`src/rtl/mcp_pkg.sv`:
```
package mcp_pkg;
  typedef enum logic {
    MODE_DATA_GATE  = 1'b0,
    MODE_CLOCK_GATE = 1'b1
  } cap_mode_e;
endpackage

```
`src/rtl/mcp_reset_sync.sv`:
```
module mcp_reset_sync (
  input  logic clk,
  input  logic arst_n,
  output logic srst_n
);
  logic [1:0] sync_q;

  always_ff @(posedge clk or negedge arst_n) begin
    if (!arst_n) sync_q <= 2'b00;
    else         sync_q <= {sync_q[0], 1'b1};
  end

  assign srst_n = sync_q[1];
endmodule

```
`src/rtl/mcp_phase_ctr.sv`:
```
module mcp_phase_ctr #(
  parameter int PERIOD = 3
) (
  input  logic clk,
  input  logic rst_n,
  input  logic launch_i,
  output logic fire_o
);
  localparam int CW = (PERIOD > 2) ? $clog2(PERIOD) : 1;
  localparam logic [CW-1:0] LAST = CW'(PERIOD - 1);

  logic [CW-1:0] cnt_q, cnt_d;
  logic          pend_q, pend_d;

  assign fire_o = pend_q && (cnt_q == LAST);

  always_comb begin
    cnt_d  = cnt_q;
    pend_d = pend_q;
    if (launch_i) begin
      cnt_d  = '0;
      pend_d = 1'b1;
    end else if (fire_o) begin
      cnt_d  = '0;
      pend_d = 1'b0;
    end else if (pend_q) begin
      cnt_d  = cnt_q + 1'b1;
    end
  end

  always_ff @(posedge clk or negedge rst_n) begin
    if (!rst_n) begin
      cnt_q  <= '0;
      pend_q <= 1'b0;
    end else begin
      cnt_q  <= cnt_d;
      pend_q <= pend_d;
    end
  end


  restart_on_launch_chk: assert property (@(posedge clk) disable iff (!rst_n)
    launch_i |=> (cnt_q == '0) && pend_q);


  phase_in_range_chk: assert property (@(posedge clk) disable iff (!rst_n)
    cnt_q <= LAST);
endmodule

```
`src/rtl/mcp_capture_stage.sv`:
```
module mcp_capture_stage #(
  parameter int                WIDTH = 8,
  parameter mcp_pkg::cap_mode_e MODE = mcp_pkg::MODE_DATA_GATE
) (
  input  logic             clk,
  input  logic             rst_n,
  input  logic             fire_i,
  input  logic [WIDTH-1:0] data_i,
  output logic             cap_en_o,
  output logic             gclk_o,
  output logic [WIDTH-1:0] data_o
);
  logic [WIDTH-1:0] cap_q;

  generate
    if (MODE == mcp_pkg::MODE_DATA_GATE) begin : g_data_gate
      logic [WIDTH-1:0] cap_d;

      always_comb begin
        cap_d = cap_q;
        if (fire_i) cap_d = data_i;
      end

      always_ff @(posedge clk or negedge rst_n) begin
        if (!rst_n) cap_q <= '0;
        else        cap_q <= cap_d;
      end

      assign cap_en_o = fire_i;
      assign gclk_o   = 1'b0;


      hold_without_enable_chk: assert property (@(posedge clk) disable iff (!rst_n)
        !fire_i |=> $stable(cap_q));
    end else begin : g_clock_gate
      logic en_q;

      always_ff @(negedge clk or negedge rst_n) begin
        if (!rst_n) en_q <= 1'b0;
        else        en_q <= fire_i;
      end

      assign gclk_o = clk & en_q;

      always_ff @(posedge gclk_o or negedge rst_n) begin
        if (!rst_n) cap_q <= '0;
        else        cap_q <= data_i;
      end

      assign cap_en_o = en_q;


      single_gate_pulse_chk: assert property (@(posedge clk) disable iff (!rst_n)
        en_q |=> !en_q);
    end
  endgenerate

  assign data_o = cap_q;
endmodule

```
`src/rtl/mcp_capture_ctrl.sv`:
```
module mcp_capture_ctrl #(
  parameter int                 WIDTH  = 8,
  parameter int                 PERIOD = 3,
  parameter mcp_pkg::cap_mode_e MODE   = mcp_pkg::MODE_DATA_GATE
) (
  input  logic             clk,
  input  logic             rst_n,
  input  logic             launch_valid,
  input  logic [WIDTH-1:0] launch_data,
  output logic [WIDTH-1:0] capture_data,
  output logic             capture_valid,
  output logic             capture_en,
  output logic             gated_clk
);
  logic             srst_n;
  logic             fire;
  logic [WIDTH-1:0] launch_q, launch_d;
  logic             valid_q;

  mcp_reset_sync u_rst (
    .clk    (clk),
    .arst_n (rst_n),
    .srst_n (srst_n)
  );

  always_comb begin
    launch_d = launch_q;
    if (launch_valid) launch_d = launch_data;
  end

  always_ff @(posedge clk or negedge srst_n) begin
    if (!srst_n) begin
      launch_q <= '0;
      valid_q  <= 1'b0;
    end else begin
      launch_q <= launch_d;
      valid_q  <= fire;
    end
  end

  mcp_phase_ctr #(.PERIOD(PERIOD)) u_ctr (
    .clk      (clk),
    .rst_n    (srst_n),
    .launch_i (launch_valid),
    .fire_o   (fire)
  );

  mcp_capture_stage #(.WIDTH(WIDTH), .MODE(MODE)) u_cap (
    .clk      (clk),
    .rst_n    (srst_n),
    .fire_i   (fire),
    .data_i   (launch_q),
    .cap_en_o (capture_en),
    .gclk_o   (gated_clk),
    .data_o   (capture_data)
  );

  assign capture_valid = valid_q;


  valid_single_cycle_chk: assert property (@(posedge clk) disable iff (!srst_n)
    capture_valid |=> !capture_valid);


  reset_quiet_chk: assert property (@(posedge clk)
    !srst_n |-> (!capture_valid && (capture_data == '0)));
endmodule

```
`config.mk`:
```
export PLATFORM = sky130hd
export DESIGN_NAME = mcp_capture_ctrl
export DESIGN_NICKNAME = d
export VERILOG_FILES = /design/src/rtl/mcp_pkg.sv /design/src/rtl/mcp_reset_sync.sv /design/src/rtl/mcp_phase_ctr.sv /design/src/rtl/mcp_capture_stage.sv /design/src/rtl/mcp_capture_ctrl.sv
export SDC_FILE = /design/constraint.sdc
export NUM_CORES = 1
export LEC_CHECK = 0
export ABC_AREA = 1
export ABC_CLOCK_PERIOD_IN_PS = 800
export CORE_UTILIZATION = 35
export CTS_CLUSTER_SIZE = 16
export DETAILED_ROUTE_END_ITERATION = 16
export SYNTH_ARGS = -nofsm -noshare
export SYNTH_HDL_FRONTEND = slang
export SYNTH_SLANG_ARGS = --single-unit
```
`constraint.sdc`:
```
create_clock -name clk -period 0.8 [get_ports clk]
set_input_delay 0.16 -clock clk [delete_from_list [all_inputs] [get_ports clk]]
set_output_delay 0.16 -clock clk [all_outputs]
set_load 0.005 [all_outputs]
```
==> metrics.sh <==
EFFECTIVE_UTILIZATION_AT_FLOORPLAN_PCT=37.42
POST-DP-HPWL_MM=1.179
POWER.DENSITY_CELL_AREA_nW_PER_UM2=2303
RSZ0062_AT_GRT='yes'
FINAL_MIN_PERIOD_OVER_CLOCK_PERIOD_PCT=141.5
HOLD_SLACK_NS=0.1644
DRT-VIAS-PER-INSTANCE=4.469
NUMBER_OF_GLOBAL_ROUTE_VIAS_BEFORE_REPAIR=729
FINAL_PERIOD_MINUS_WORST_SETUP_SLACK_NS=1.132
SETUP_VIOL=22
REG2REG_TO='u_cap.data_o[7]'
POST_SYNTH_NUM_CELL_TYPES=14
CRITICAL_PATH.REG2REG.STARTPOINT='u_ctr.cnt_q[0]'
GRT_FIRST_PASS_WIRELENGTH_MM=3.132
CRITICAL_PATH_REQUIRED_NS=0.64
SLEW_VIOL_FINAL=0
CLOCK_LATENCY_OF_THE_LATER_CLOCKED_REGISTER_IN_THE_WORST_SKEW_PAIR_NS=0.31
SYN2LAYOUT_AREA_GROWTH_PCT=52.10
FP-ROW-COUNT=17
MAXIMUM_ROOT_TO_SINK_BUFFER_COUNT=2
MIN_PATH_TYPE='flip-flop to asynchronous set/reset pin'
IO_PINS=22
FINAL_CELL_AREA_SQ_UM=1271
CORE_SQ_UM=2233
CRITPATHARRIVALTIME_NS=0.97
ANTENNA_VIOLATING_NETS_POST_ROUTE=0
PLACEMENT.CELL_AREA_SQ_UM=1141
PORTBUFFERS=20
SYN-CELL-AREA_SQ_UM=835.8
SYNTHCELLS=91
FIN_TOTAL_PWR_mW=2.928
POWER.LEAKAGE_nW=0.6702
ENDPOINT_KIND='output pin'
FAILED_CHECKS='setup timing'
MAXCAPVIOLCOUNT=0
SYNTH_SEQUENTIAL_AREA_RATIO_PCT=65.87
DRT-TOTAL-WL_MM=1.839
TRITONCTS_CLOCK_TREE='built'
TRITONCTS_NUM_SINKS=22
FINALCLOCKSKEW_NS=0.007323
FINAL.SETUP.TNS_NS=-4.951
GRT_MAX_DEGREE=15
GRT_USAGE_PCT=17.19
CRITICAL_PATH.CELL_CHAIN='nor2_4 > buf_2'
SYNTH_AREA_PER_CELL_SQ_UM=9.185
LAYOUT.NETS=144
YOSYS_REGISTER_BITS=22
OUTCOME='complete, but fails checks'
CELL_AT_THE_ROOT_OF_THE_CLOCK_TREE='sky130_fd_sc_hd__clkbuf_4'
CP_NUM_BUF_INV=1
DIE-AREA_SQ_UM=2587
GRT_ANTENNA_BEFORE_REPAIR=0
NUM_VIAS=715
TIMING.CRITICAL_PATH.FANOUT_MAX=2
REGTOREGSETUPSLACK_NS=-0.30
DRC_ERRORS=0
DETAIL_ROUTE.FIRST_PASS.ITERATIONS=3
CRIT_FAMILY='flip-flops'
TRITONCTS.NUM_BUFFERS=3
WORSTREGTOREGCELLS=6
ANTENNA-DIODE-COUNT=0
STARTPOINT_TYPE='flip-flop'
WIRE_PER_INST_UM=11.49
DIE_H_UM=50.87
WORST_PATH_CELL_WITH_THE_LONGEST_STAGE_DELAY='sky130_fd_sc_hd__dfrtp_1'
CLK_TRANSITION_REPORTED_PATHS_NS=0.12
SYN-NUM-NETS=102
FILL_CELLS=219
FINAL_HOLD_VIOL_COUNT=0
FIN_WS_NS=-0.3321
FP.DIEW_UM=50.87
WORSTSETUPPATHTYPE='flip-flop to output pin'
GLOBALPLACE.CONGESTION=0.7324
GRT-OVFL-TOTAL=0
SYNTHESIS.YOSYS.WARNINGS=0
DETAIL_ROUTE.ITER0.VIOLATIONS=6
FINISH.UTILIZATION_PCT=56.92
DRIVE_ABOVE_1_SHARE_PCT=37.12
MAX_FREQ_GHz=0.8833
MAX-VDD-IR-DROP_uV=1199
MAX_STAGE_DELAY_NS=0.43
CTS.HTREE.LEVELS=1
[cells by family after synthesis]
family        share of synthesized area, %
buf+inv                              3.293
flops                                65.87
other cells                         0.8985
simple gates                         29.94
[worst register-to-register path: cells and delay by family, from the launching register on]
kind / cells / cell delay (ns)
flip-flops: 1 / 0.43
buffers and inverters: 3 / 0.32
AND/OR/NAND/NOR: 3 / 0.25
[cells in the final DEF (no fill, tap or decap)]
| cell | n |
|---|---|
| sky130_fd_sc_hd__nand3_4 | 2 |
| sky130_fd_sc_hd__dlygate4sd2_1 | 1 |
| sky130_fd_sc_hd__nor2_4 | 3 |
| sky130_fd_sc_hd__clkbuf_4 | 3 |
| sky130_fd_sc_hd__dlygate4sd3_1 | 1 |
| sky130_fd_sc_hd__inv_4 | 1 |
| sky130_fd_sc_hd__buf_8 | 1 |
| sky130_fd_sc_hd__buf_2 | 10 |
| sky130_fd_sc_hd__clkbuf_8 | 1 |
| sky130_fd_sc_hd__nand2_1 | 46 |
| sky130_fd_sc_hd__clkdlybuf4s50_1 | 9 |
| sky130_fd_sc_hd__nand2_2 | 9 |
| sky130_fd_sc_hd__dfrtp_1 | 22 |
| sky130_fd_sc_hd__conb_1 | 2 |
| sky130_fd_sc_hd__nand3_2 | 2 |
| sky130_fd_sc_hd__inv_1 | 1 |
| sky130_fd_sc_hd__inv_6 | 1 |
| sky130_fd_sc_hd__clkinv_1 | 1 |
| sky130_fd_sc_hd__buf_4 | 14 |
| sky130_fd_sc_hd__buf_6 | 2 |
[state kept, by name (all words and copies together), names as in the netlist]
signal,count
launch_q,8
u_cap.data_o,8
u_ctr.cnt_q,2
u_rst.sync_q,2
capture_valid,1
u_ctr.pend_q,1
[through the flow]
step	worst slack [ns]	instances
CTS	-0.3466	157
finish	-0.3321	160
detailed placement	-0.3699	148
floorplan	-0.05061	91
global placement	-0.3570	148
global route	-0.3718	160
[routing by layer]
layer / GRT usage (%) / wire length [um] / up-vias
met4: 9.722 / 44 / 0
li1: - / - / 352
met3: 1.786 / 42 / 5
met5: 0 / 0 / -
met2: 30.67 / 988 / 13
met1: 20.04 / 764 / 345
[worst max-delay path by stage]
stage	start	end	slack, ns	cells after the start
2_1_floorplan	u_ctr.cnt_q[0]	u_cap.data_o[0]	-0.05	4
3_3_place_gp	u_ctr.cnt_q[1]	capture_en	-0.36	3
3_5_place_dp	u_ctr.pend_q	capture_en	-0.37	3
4_1_cts	u_ctr.pend_q	capture_en	-0.35	3
5_1_grt	u_ctr.pend_q	capture_en	-0.37	3
6_report	u_ctr.cnt_q[0]	capture_en	-0.33	2
[cell usage after synthesis, drive strengths merged]
master / instances / area [sq um]
nor2: 3 / 21.27
nand3: 3 / 20.02
clkinv: 1 / 3.750
nand2: 55 / 209.0
dfrtp: 22 / 550.5
buf: 2 / 12.51
conb: 2 / 7.510
inv: 3 / 11.26
[power by group]
| part | internal, mW | switching (mW) |
|---|---|---|
| Combinational | 0.496 | 0.369 |
| Clock | 0.278 | 0.324 |
| Sequential | 1.34 | 0.124 |
| Total | 2.11 | 0.817 |
[cell type report]
class                           instances  area (sq um)  share of cell area [%]
Inverter                                4         22.52                   1.772
Sequential cell                        22         550.5                   43.31
Timing Repair Buffer                   38         301.5                   23.72
Clock buffer                            4         36.28                   2.854
Tap cell                               28         35.03                   2.756
Multi-Input combinational cell         64         325.3                   25.59
[timing repair]
action	4_1_cts	5_1_grt
hold buffers	1	0
endpoints found under the hold margin	2	0
setup endpoints to repair	29	22
pin swaps	3	6
gates cloned	1	0
resized for setup	52	14
setup buffers	3	5
Power figures use the tool's default switching activity.
